**src/rtl/qhost_regs.sv**
```systemverilog
module qhost_regs (
  input  logic        clk,
  input  logic        rst_n,
  input  logic        wr_en,
  input  logic [1:0]  wr_sel,
  input  logic [31:0] wr_data,
  input  logic [1:0]  rd_sel,
  output logic [31:0] rd_data,
  input  logic [3:0]  rsp_ready,
  input  logic [3:0]  req_full,
  input  logic        err_misalign,
  input  logic        err_unsup,
  input  logic        err_parity,
  input  logic        nq_event,
  input  logic        idle,
  output logic        irq,
  output logic        soft_rst,
  output logic [2:0]  burst_sel,
  output logic        enh_mode,
  output logic        par_chk,
  output logic        par_test,
  output logic [2:0]  burst64,
  output logic [1:0]  eeprom_bank,
  output logic [2:0]  xram_bank
);

  localparam logic [1:0]  SEL_CFG   = 2'd0;
  localparam logic [1:0]  SEL_ERR   = 2'd1;
  localparam logic [1:0]  SEL_CMD   = 2'd2;
  localparam logic [1:0]  SEL_MSK   = 2'd3;
  localparam logic [31:0] CFG_WMASK = 32'h0703_073F;
  localparam logic [31:0] MSK_WMASK = 32'h000F_0F84;

  logic [31:0] cfg_q, msk_q, cmd_word, q_terms;
  logic [2:0]  err_q, err_clr;
  logic        nq_q, srst_q, pending;

  wire wr_cfg  = wr_en && (wr_sel == SEL_CFG);
  wire wr_err  = wr_en && (wr_sel == SEL_ERR);
  wire wr_cmd  = wr_en && (wr_sel == SEL_CMD);
  wire wr_msk  = wr_en && (wr_sel == SEL_MSK);
  wire do_srst = wr_cmd && wr_data[0];

  assign err_clr = wr_err ? wr_data[2:0] : 3'b000;

  always_ff @(posedge clk or negedge rst_n)
    if (!rst_n)       cfg_q <= '0;
    else if (do_srst) cfg_q <= '0;
    else if (wr_cfg)  cfg_q <= wr_data & CFG_WMASK;

  always_ff @(posedge clk or negedge rst_n)
    if (!rst_n)       msk_q <= '0;
    else if (do_srst) msk_q <= '0;
    else if (wr_msk)  msk_q <= wr_data & MSK_WMASK;

  always_ff @(posedge clk or negedge rst_n)
    if (!rst_n) begin
      err_q  <= '0;
      nq_q   <= 1'b0;
      srst_q <= 1'b0;
    end else begin
      err_q  <= (err_q & ~err_clr) | {err_misalign, err_unsup, err_parity};
      nq_q   <= (nq_q & ~(wr_cmd && wr_data[2])) | nq_event;
      srst_q <= do_srst;
    end

  assign q_terms = ({12'b0, rsp_ready, 16'b0} | {20'b0, ~req_full, 8'b0}) & msk_q;
  assign pending = (|q_terms) | ((|err_q) & msk_q[7]) | (nq_q & msk_q[2]);

  assign cmd_word = {12'b0, rsp_ready, 4'b0, req_full, |err_q, 3'b0,
                     pending, nq_q, idle, srst_q};

  always_comb
    case (rd_sel)
      SEL_CFG: rd_data = cfg_q;
      SEL_ERR: rd_data = {29'b0, err_q};
      SEL_CMD: rd_data = cmd_word;
      default: rd_data = msk_q;
    endcase

  assign irq         = pending;
  assign soft_rst    = srst_q;
  assign burst_sel   = cfg_q[2:0];
  assign enh_mode    = cfg_q[3];
  assign par_chk     = cfg_q[4];
  assign par_test    = cfg_q[5];
  assign burst64     = cfg_q[10:8];
  assign eeprom_bank = cfg_q[17:16];
  assign xram_bank   = cfg_q[26:24];


  srst_one_cycle_chk: assert property (@(posedge clk) disable iff (!rst_n)
    soft_rst |=> !soft_rst);


  srst_clears_cfg_chk: assert property (@(posedge clk) disable iff (!rst_n)
    soft_rst |-> (burst_sel == 3'd0 && !enh_mode && !par_chk && !par_test &&
                  burst64 == 3'd0 && eeprom_bank == 2'd0 && xram_bank == 3'd0));


  err_capture_chk: assert property (@(posedge clk) disable iff (!rst_n)
    (err_misalign || err_unsup || err_parity) |=> (|err_q));


  err_sticky_chk: assert property (@(posedge clk) disable iff (!rst_n)
    ((|err_q) && !wr_err) |=> (|err_q));


  no_enable_no_irq_chk: assert property (@(posedge clk) disable iff (!rst_n)
    (msk_q == 32'd0) |-> !irq);


  nq_sticky_chk: assert property (@(posedge clk) disable iff (!rst_n)
    (nq_q && !wr_cmd) |=> nq_q);

endmodule

```
**config.mk**
```make
export PLATFORM = sky130hd
export DESIGN_NAME = qhost_regs
export DESIGN_NICKNAME = d
export VERILOG_FILES = /design/src/rtl/qhost_regs.sv
export SDC_FILE = /design/constraint.sdc
export NUM_CORES = 1
export LEC_CHECK = 0
export ABC_AREA = 1
export BUFFER_PORTS_ARGS = -buffer_cell sky130_fd_sc_hd__buf_2
export CORE_MARGIN = 2
export CORE_UTILIZATION = 30
export DETAILED_ROUTE_END_ITERATION = 10
export GPL_ROUTABILITY_DRIVEN = 1
export GPL_TIMING_DRIVEN = 0
export PLACE_DENSITY = 0.65
export SKIP_CTS_REPAIR_TIMING = 1
export SYNTH_ARGS = -nofsm -noshare
export SYNTH_HDL_FRONTEND = slang
export SYNTH_SLANG_ARGS = --single-unit
```
**constraint.sdc**
```tcl
create_clock -name clk -period 0.9 [get_ports clk]
set_input_delay 0.135 -clock clk [delete_from_list [all_inputs] [get_ports clk]]
set_output_delay 0.135 -clock clk [all_outputs]
set_load 0.05 [all_outputs]
```
==> metrics.md, run 1 <==
| Metric | Value |
|---|---|
| Distinct cells, synth | `27` |
| Syn Std Cell Area | `1700 um2` |
| Vias in the first global route | `1602` |
| Part of the cycle the worst path needs | `167%` |
| Number of port buffers | `71` |
| Peak VDD IR | `0.000917 V` |
| Design area | `2830 um2` |
| Drt first pass iters | `4` |
| GR Util All Layers | `15.2%` |
| Antenna violation net count after detailed routing | `0` |
| Initial antenna violation count | `0` |
| Worst-Margin Slew | `0.678 ns` |
| Place WS | `-0.596 ns` |
| Core area | `5470 um2` |
| Layout area overhead | `66.5%` |
| Worst-skew pair later-pin latency | `0.28 ns` |
| PnR worst setup slack | `-0.600 ns` |
| Vias | `1713` |
| Syn avg cell area | `8.09 um2` |
| Ant. Diodes | `0` |
| Fin. Hold Viols | `29` |
| Largest net degree at the start of global routing | `30` |
| # IOs | `100` |
| Die footprint | `6280 um2` |
| Placed instance count | `366` |
| Maximum root-to-sink buffer count | `2` |
| Post-Synthesis Cells | `210` |
| Die width | `79.2 um` |
| Hold_ws | `-0.113 ns` |
| Status | `finished with violations` |
| Dpl cell area | `2340 um2` |
| Final setup fails | `34` |
| Post-route setup TNS | `-7.42 ns` |
| Maximum Capacitance Violations | `0` |
| Hold crit path type | `in -> async` |
| Crit. End Element | `primary output` |
| R2R setup slack | `0.11 ns` |
| Fin nets | `370` |
| Critical R2R Launch | `msk_q[18]` |
| DR vias/cell | `4.38` |
| Total power | `5.00 mW` |
| Routed Wire Length | `4.93 mm` |
| Clock skew | `0 ns` |
| Reg-to-reg endpoint | `msk_q[18]` |
| DP HPWL | `3.66 mm` |
| Slowest cell on the critical path | `dfrtp_1` |
| Leading cell type in the layout, fill and taps excluded | `nand2_1` |
| Register area share after synthesis | `42.7%` |
| Cell Count, Final, Fillers Out | `391` |
| Synth area leaders | `dfrtp_1 (43%), nand2_1 (13%), buf_4 (6.2%), inv_1 (6.0%), nand3_1 (4.7%)` |
| Leak | `1.42 nW` |
| Highest clock rate | `667 MHz` |
| Drt wl/cell | `12.6 um` |
| Crit Path Max Fanout | `2` |
| Yosys reg bits | `29` |
| R2R cell count | `3` |
| Clk pin slew, worst setup/hold paths | `0.07 ns` |
| CTS tree | `built` |
| Crit path time final | `1.50 ns` |
| Num CTS Buffers | `5` |
| CP cell instances | `nand2_2 -> nand3_2 -> nor2_4 -> nand3_4 -> nand2_2 -> nand2_4 -> buf_6` |
| Yosys top cell by area | `dfrtp_1` |
| Slew HR | `54.8%` |
| Yosys warning total | `0` |
| Final Util | `51.6%` |
| First DRT Iteration DRCs | `42` |
| Startpoint class of the critical path | `flop` |
| PD cells | `1770 nW/um2` |
| Post-synth top area share | `42.7%` |
| Critical Path RT | `0.76 ns` |
| CTS root buf | `clkbuf_8` |
| RePlAce Congestion | `0.801` |
| Grt ovf | `0` |
| Global-route wire length before repair | `7.36 mm` |
| RSZ-0062 raised after global routing | `yes` |
| Most frequent cells in the layout | `nand2_1 (52), buf_4 (36), buf_2 (36), buf_6 (28), dfrtp_1 (19)` |
| Fin. max-slew vios | `0` |
| FP Rows | `27` |
| Die H | `79.2 um` |
| Layout cells sized above 1 | `57.1%` |
| Drt drc | `0` |
| Htree depth | `2` |
| Initial Util | `31.0%` |
| Clock sinks | `29` |
| CP Data Arrival Time | `1.36 ns` |
| Failing checks | `hold timing, setup timing` |
| Crit path kind | `reg -> out` |
| Most numerous cell on the critical path | `nand2_2` |
| CP max stage delay | `0.39 ns` |
## synth_stat cells (all sizes together)
cell	instances
o21bai	1
buf	16
nand3	21
clkinv	1
dfrtp	29
nand2	62
o21ai	26
conb	1
inv	30
o211ai	5
clkbuf	1
a21o	1
nor2	11
o22ai	3
nand4	1
a21oi	1
## state kept, by name, indices dropped and copies added (netlist names)
signal	flops
cfg_q	14
err_q	3
soft_rst	1
msk_q	10
nq_q	1
## cell families (layout without fill, tap and decap cells)
group                  after synthesis  after routing  share of synthesized area (%)
AO/OA/AOI/OAI                       37             37                           14.8
buffers and inverters               48            144                           16.0
flip-flops                          29             29                           42.7
other                                1             14                          0.221
AND/OR/NAND/NOR                     95             95                           26.2
## critical path, delay by kind of cell, from the launching register on
| family | cells | cell delay, ns |
|---|---|---|
| AND/OR/NAND/NOR | 6 | 0.55 |
| buffers and inverters | 1 | 0.14 |
| flip-flops | 1 | 0.39 |
## report_power, final
group / internal [mW] / leakage [nW] / switching [mW]
Combinational: 0.818 / 1.03 / 1.43
Sequential: 1.50 / 0.341 / 0.153
Clock: 0.623 / 0.0455 / 0.487
Total: 2.94 / 1.42 / 2.07
## layout make-up
cell class              instances  area (um2)
clock buffers                   8        90.1
fillers                       530        2650
inverters                      31         126
multi-input cells             146         927
well taps                      72        90.1
repair buffers                 88         704
flip-flops and latches         29         738
plain buffers                  17         150
## routing by layer
metal  part of all wire (%)  GRT usage (%)
met5                      0              0
met4                    1.6           3.97
met3                    6.8           4.66
met2                     49           25.8
met1                     43           18.8
## worst max path at each step
stage	slack [ns]	from	depth (start not counted)	endpoint
2_1_floorplan	-0.59	cfg_q[0]	2	rd_data[0]
3_3_place_gp	-0.64	rd_sel[0]	5	rd_data[0]
3_5_place_dp	-0.60	rd_sel[0]	5	rd_data[0]
4_1_cts	-0.68	msk_q[17]	7	rd_data[3]
5_1_grt	-0.67	msk_q[17]	7	rd_data[3]
6_report	-0.60	msk_q[18]	7	rd_data[3]
No activity file was read; power rests on OpenSTA's default activity.
==> inputs of run 2 (changes only) <==
--- a/config.mk
+++ b/config.mk
@@ -5,7 +5,6 @@
 export SDC_FILE = /design/constraint.sdc
 export NUM_CORES = 1
 export LEC_CHECK = 0
-export ABC_AREA = 1
 export BUFFER_PORTS_ARGS = -buffer_cell sky130_fd_sc_hd__buf_2
 export CORE_MARGIN = 2
 export CORE_UTILIZATION = 30
==> metrics.md, run 2 <==
| Metric | Value |
|---|---|
| First DRT Iteration DRCs | `125 (+200%)` |
| Number of flip-flops in the largest register | `14 (unchanged)` |
| Worst-Margin Slew | `0.663 ns (-0.0154 ns)` |
| Fin nets | `319 (-14%)` |
| Biggest regs | `cfg_q: 14 flops, msk_q: 10 flops, err_q: 3 flops` |
| Maximum root-to-sink buffer count | `2 (unchanged)` |
| Ant. Diodes | `0 (unchanged)` |
| Final setup fails | `34 (unchanged)` |
| Vias in the first global route | `1456 (-9.1%)` |
| EDFF count, synth | `0 (unchanged)` |
| CTS root buf | `clkbuf_8` |
| Placed instance count | `324 (-11%)` |
| Syn Std Cell Area | `1660 um2 (-2.1%)` |
| Register area share after synthesis | `43.7% (+0.93 points)` |
| Yosys top cell by area | `dfrtp_1` |
| Vias | `1561 (-8.9%)` |
| Ys flop type | `dfrtp_1` |
| Cell Count, Final, Fillers Out | `340 (-13%)` |
| Crit path kind | `reg -> out` |
| Final Util | `52.5% (+0.83 points)` |
| Layout area overhead | `71.8%` |
| Clk pin slew, worst setup/hold paths | `0.07 ns (about the same)` |
| Hold crit path type | `in -> async` |
| Number of port buffers | `70 (-1.4%)` |
| CTS tree | `built` |
| DR vias/cell | `4.59 (+4.8%)` |
| PD cells | `1670 nW/um2 (-5.5%)` |
| Core area | `5440 um2 (-0.62%)` |
| Htree depth | `2 (unchanged)` |
| Die footprint | `6150 um2 (-2.0%)` |
| Routed Wire Length | `5.03 mm (+2.0%)` |
| Crit path time final | `1.69 ns (+0.191 ns)` |
| Maximum Capacitance Violations | `0 (unchanged)` |
| GR Util All Layers | `16.4% (+1.2 points)` |
| Synth top cells by count | `nand2_1 (35), dfrtp_1 (29), buf_4 (14), a21oi_2 (9), a22o_1 (9)` |
| Grt ovf | `0 (unchanged)` |
| Initial antenna violation count | `0 (unchanged)` |
| Die width | `78.4 um (-1.0%)` |
| Peak VDD IR | `0.000803 V (-12%)` |
| Fin. Hold Viols | `29 (unchanged)` |
| Fin. max-slew vios | `0 (unchanged)` |
| Drt wl/cell | `14.8 um (+17%)` |
| Yosys warning total | `0 (unchanged)` |
| Failing checks | `hold timing, setup timing` |
| RePlAce Congestion | `0.749 (-6.6%)` |
| RSZ-0062 raised after global routing | `yes` |
| Num CTS Buffers | `5 (unchanged)` |
| Part of the cycle the worst path needs | `188% (+21 points)` |
| PnR worst setup slack | `-0.790 ns (-0.191 ns)` |
| Die H | `78.4 um (-1.0%)` |
| Crit. End Element | `primary output` |
| Drt drc | `0 (unchanged)` |
| Post-synth top area share | `43.7% (+0.93 points)` |
| Status | `finished with violations` |
| Critical Path RT | `0.76 ns (about the same)` |
| Initial Util | `30.5% (-0.47 points)` |
| Count leader, synth | `nand2_1` |
| Syn avg cell area | `9.83 um2 (+22%)` |
| Startpoint class of the critical path | `flop` |
| Synth area leaders | `dfrtp_1 (44%), nand2_1 (7.9%), buf_4 (6.3%), a21oi_2 (4.7%), a22o_1 (4.7%)` |
| Async set-reset flop share out of synthesis | `100% (unchanged)` |
| Leak | `1.34 nW (-5.6%)` |
| Worst-skew pair later-pin latency | `0.28 ns (about the same)` |
| Leading cell type in the layout, fill and taps excluded | `buf_2` |
| Distinct cells, synth | `33 (+22%)` |
| Clock skew | `0 ns (unchanged)` |
| # IOs | `100 (unchanged)` |
| Global-route wire length before repair | `7.66 mm (+4.1%)` |
| Layout cells sized above 1 | `67.2% (+10 points)` |
| Largest net degree at the start of global routing | `30 (unchanged)` |
| Crit Path Max Fanout | `3 (+1)` |
| Clock sinks | `29 (unchanged)` |
| Post-Synthesis Cells | `169 (-20%)` |
| DP HPWL | `3.55 mm (-3.1%)` |
| Highest clock rate | `592 MHz (-11%)` |
| Drt first pass iters | `4 (unchanged)` |
| Yosys reg bits | `29 (unchanged)` |
| CP Data Arrival Time | `1.56 ns (+0.20 ns)` |
| Register name with the most flops | `cfg_q` |
| Total power | `4.78 mW (-4.5%)` |
| Antenna violation net count after detailed routing | `0 (unchanged)` |
| Slew HR | `55.8% (+1.0 points)` |
| Hold_ws | `-0.121 ns (-0.00804 ns)` |
| FP Rows | `27 (unchanged)` |
| Most frequent cells in the layout | `buf_2 (36), buf_6 (33), nand2_1 (26), buf_4 (22), dfrtp_2 (16)` |
run 2: cell count changes after synthesis, sizes merged, moves of 6 or more:
| cell | delta |
|---|---|
| nand3 | -20 |
| a32o | +6 |
| nand2 | -27 |
| inv | -28 |
| o21ai | -20 |
| nor2 | -10 |
| a22o | +9 |
| and2 | +7 |
| nor2b | +6 |
| a21oi | +14 |
run 2: worst paths after layout:
check / start / end / slack [ns] / cells past startpoint
max: msk_q[8] / rd_data[3] / -0.79 / 4
min: rst_n / soft_rst / -0.12 / 1
max reg2reg: msk_q[17] / msk_q[17] / 0.05 / 2
min reg2reg: msk_q[9] / msk_q[9] / 0.52 / 1
max in group asynchronous: rst_n / cfg_q[10] / 0.54 / 1
min in group clk: err_parity / err_q[0] / 0.03 / 2
run 2: worst max-delay path, stage by stage, from the launching register on:
cell,delay (ns)
dfrtp_1,0.40
a222oi_1,0.34
and3_4,0.26
a41oi_4,0.09
buf_6,0.18
run 2: cell type report:
type,count,area [um2]
buffer,22,200
clock buffer,6,72.6
clock inverter,2,10.0
fill,483,2580
inverter,2,7.51
multi-input combinational,127,1070
sequential,29,746
tap,72,90.1
timing repair buffer,80,662
run 2: routing by layer:
metal,global-route usage [%],share of wire (%),wire length (um)
met5,0,0,0
met3,2.87,4.9,245
met2,24.8,48,2390
met4,6.32,2.6,129
met1,23.2,45,2260
run 2: power breakdown:
group | switching (mW) | leakage (nW) | internal [mW]
combinational | 1.23 | 0.956 | 0.870
clock | 0.489 | 0.0450 | 0.534
sequential | 0.173 | 0.340 | 1.48
run 2: logic make-up after synthesis:
kind of cell	after synthesis	synth area share, %
DFF	29	43.7
other	1	0.226
buffers and inverters	26	10.7
and+or+nand+nor	59	17.5
AOI/OAI and AO/OA	44	20.8
muxes	10	7.08
run 2: stage by stage:
stage	setup TNS, ns	area [um2]	worst slack [ns]
5_1_grt	-10.97	2850	-0.844
6_report	-10.01	2850	-0.790
2_1_floorplan	-3.64	1970	-0.404
3_3_place_gp	-13.69	2410	-0.535
3_5_place_dp	-14.25	2410	-0.547
4_1_cts	-13.15	2490	-0.859
==> inputs of run 3 (changes only) <==
--- a/config.mk
+++ b/config.mk
@@ -7,11 +7,11 @@
 export LEC_CHECK = 0
 export BUFFER_PORTS_ARGS = -buffer_cell sky130_fd_sc_hd__buf_2
 export CORE_MARGIN = 2
-export CORE_UTILIZATION = 30
+export CORE_UTILIZATION = 43
 export DETAILED_ROUTE_END_ITERATION = 10
 export GPL_ROUTABILITY_DRIVEN = 1
 export GPL_TIMING_DRIVEN = 0
-export PLACE_DENSITY = 0.65
+export PLACE_DENSITY = 0.86
 export SKIP_CTS_REPAIR_TIMING = 1
 export SYNTH_ARGS = -nofsm -noshare
 export SYNTH_HDL_FRONTEND = slang
==> metrics.md, run 3 (same netlist as run 2, synthesis figures left out) <==
| Metric | Value |
|---|---|
| Failing checks | `hold timing, setup timing` |
| Worst-skew pair later-pin latency | `0.28 ns (about the same)` |
| Layout area overhead | `72.5%` |
| Worst Setup SP | `msk_q[8]` |
| RSZ-0062 raised after global routing | `yes` |
| Num CTS Buffers | `5 (unchanged)` |
| Post-route setup TNS | `-9.93 ns (+0.0810 ns)` |
| Startpoint class of the critical path | `flop` |
| Initial Util | `45.0% (+14 points)` |
| R2R setup slack | `0.04 ns (about the same)` |
| Core area | `3690 um2 (-32%)` |
| Htree depth | `2 (unchanged)` |
| Crit. End Element | `primary output` |
| Cell Count, Final, Fillers Out | `317 (-6.8%)` |
| Ant. Diodes | `0 (unchanged)` |
| Maximum root-to-sink buffer count | `2 (unchanged)` |
| FP Rows | `22 (-19%)` |
| PD cells | `1710 nW/um2 (+2.2%)` |
| Number of flip-flops in the largest register | `14 (unchanged)` |
| Critical R2R Launch | `msk_q[17]` |
| Layout cells sized above 1 | `65.4% (-1.7 points)` |
| Dpl cell area | `2380 um2 (-1.2%)` |
| Highest clock rate | `588 MHz (-0.56%)` |
| CTS root buf | `clkbuf_8` |
| Hold crit path type | `in -> async` |
| Crit Path Max Fanout | `3 (unchanged)` |
| Worst-Margin Slew | `0.642 ns (-0.0212 ns)` |
| GR Util All Layers | `21.9% (+5.5 points)` |
| Final Util | `77.7% (+25 points)` |
| Largest net degree at the start of global routing | `30 (unchanged)` |
| DP HPWL | `3.40 mm (-4.3%)` |
| # IOs | `100 (unchanged)` |
| Fin. max-slew vios | `0 (unchanged)` |
| Part of the cycle the worst path needs | `189% (+1.1 points)` |
| Place WS | `-0.572 ns (-0.0257 ns)` |
| First DRT Iteration DRCs | `83 (-34%)` |
| Drt wl/cell | `17.6 um (+19%)` |
| Die footprint | `4380 um2 (-29%)` |
| Fin nets | `320 (+0.31%)` |
| Critical Path RT | `0.76 ns (about the same)` |
| RePlAce Congestion | `0.755 (+0.90%)` |
| Register name with the most flops | `cfg_q` |
| Drt first pass iters | `4 (unchanged)` |
| Drt drc | `0 (unchanged)` |
| Antenna violation net count after detailed routing | `0 (unchanged)` |
| CTS tree | `built` |
| Global-route wire length before repair | `6.98 mm (-8.9%)` |
| Clk pin slew, worst setup/hold paths | `0.06 ns (about the same)` |
| Peak VDD IR | `0.00106 V (+31%)` |
| Grt ovf | `0 (unchanged)` |
| Vias | `1664 (+6.6%)` |
| Number of port buffers | `70 (unchanged)` |
| DR vias/cell | `5.25 (+14%)` |
| Crit path kind | `reg -> out` |
| Leading cell type in the layout, fill and taps excluded | `buf_2` |
| Clock skew | `0 ns (unchanged)` |
| CP Data Arrival Time | `1.56 ns (about the same)` |
| Initial antenna violation count | `0 (unchanged)` |
| Vias in the first global route | `1505 (+3.4%)` |
| Status | `finished with violations` |
| Maximum Capacitance Violations | `0 (unchanged)` |
| Slew HR | `57.2% (+1.4 points)` |
| Biggest regs | `cfg_q: 14 flops, msk_q: 10 flops, err_q: 3 flops` |
| Clock sinks | `29 (unchanged)` |
| Final setup fails | `34 (unchanged)` |
| Placed instance count | `300 (-7.4%)` |
| Crit path time final | `1.70 ns (+0.00955 ns)` |
| Most frequent cells in the layout | `buf_2 (36), buf_6 (29), nand2_1 (26), buf_4 (24), dfrtp_1 (15)` |
| Design area | `2870 um2 (+0.44%)` |
| Die H | `66.2 um (-16%)` |
| Routed Wire Length | `5.59 mm (+11%)` |
| Fin. Hold Viols | `29 (unchanged)` |
| Die width | `66.2 um (-16%)` |
| Leak | `1.35 nW (+0.35%)` |
| PnR worst setup slack | `-0.800 ns (-0.00955 ns)` |
| Total power | `4.90 mW (+2.6%)` |
| Hold_ws | `-0.128 ns (-0.00644 ns)` |
run 3: cell count changes in the layout (fill, tap and decap cells not counted), moves of 2 or more:
cell | before | now
buf_6 | 33 | 29
buf_8 | 5 | 9
clkbuf_4 | 4 | 1
a21oi_2 | 10 | 8
buf_4 | 22 | 24
clkinv_2 | 2 | 0
dfrtp_1 | 13 | 15
dfrtp_2 | 16 | 14
run 3: per-layer routing:
metal | wire [um] | vias up | global-route usage [%]
li1 | - | 763 | -
met1 | 2110 | 803 | 25.4
met2 | 2980 | 85 | 36.4
met3 | 359 | 13 | 5.45
met4 | 141 | 0 | 12.8
met5 | 0 | - | 0
run 3: worst paths after layout:
check	end	depth (start not counted)
min reg2reg	msk_q[10]	1
min	cfg_q[1]	1
min in group clk	err_q[1]	2
max reg2reg	msk_q[17]	2
max	rd_data[3]	4
max in group asynchronous	cfg_q[17]	1
run 3: report_power, final:
group          internal (mW)  total [mW]  switching (mW)
combinational          0.878        2.15            1.27
clock                  0.622        1.10           0.475
sequential              1.48        1.65           0.175
run 3: layout make-up:
class / instances / area, um2
buffer: 22 / 198
timing repair buffer: 81 / 717
inverter: 2 / 7.51
sequential: 29 / 743
fill: 228 / 822
clock buffer: 8 / 90.1
multi-input combinational: 127 / 1050
tap: 48 / 60.1
run 3: worst max-delay path: stages, from the launching register on:
cell and delay (ns):
dfrtp_1 0.39, a222oi_1 0.34, and3_4 0.27, a41oi_4 0.10, buf_6 0.18
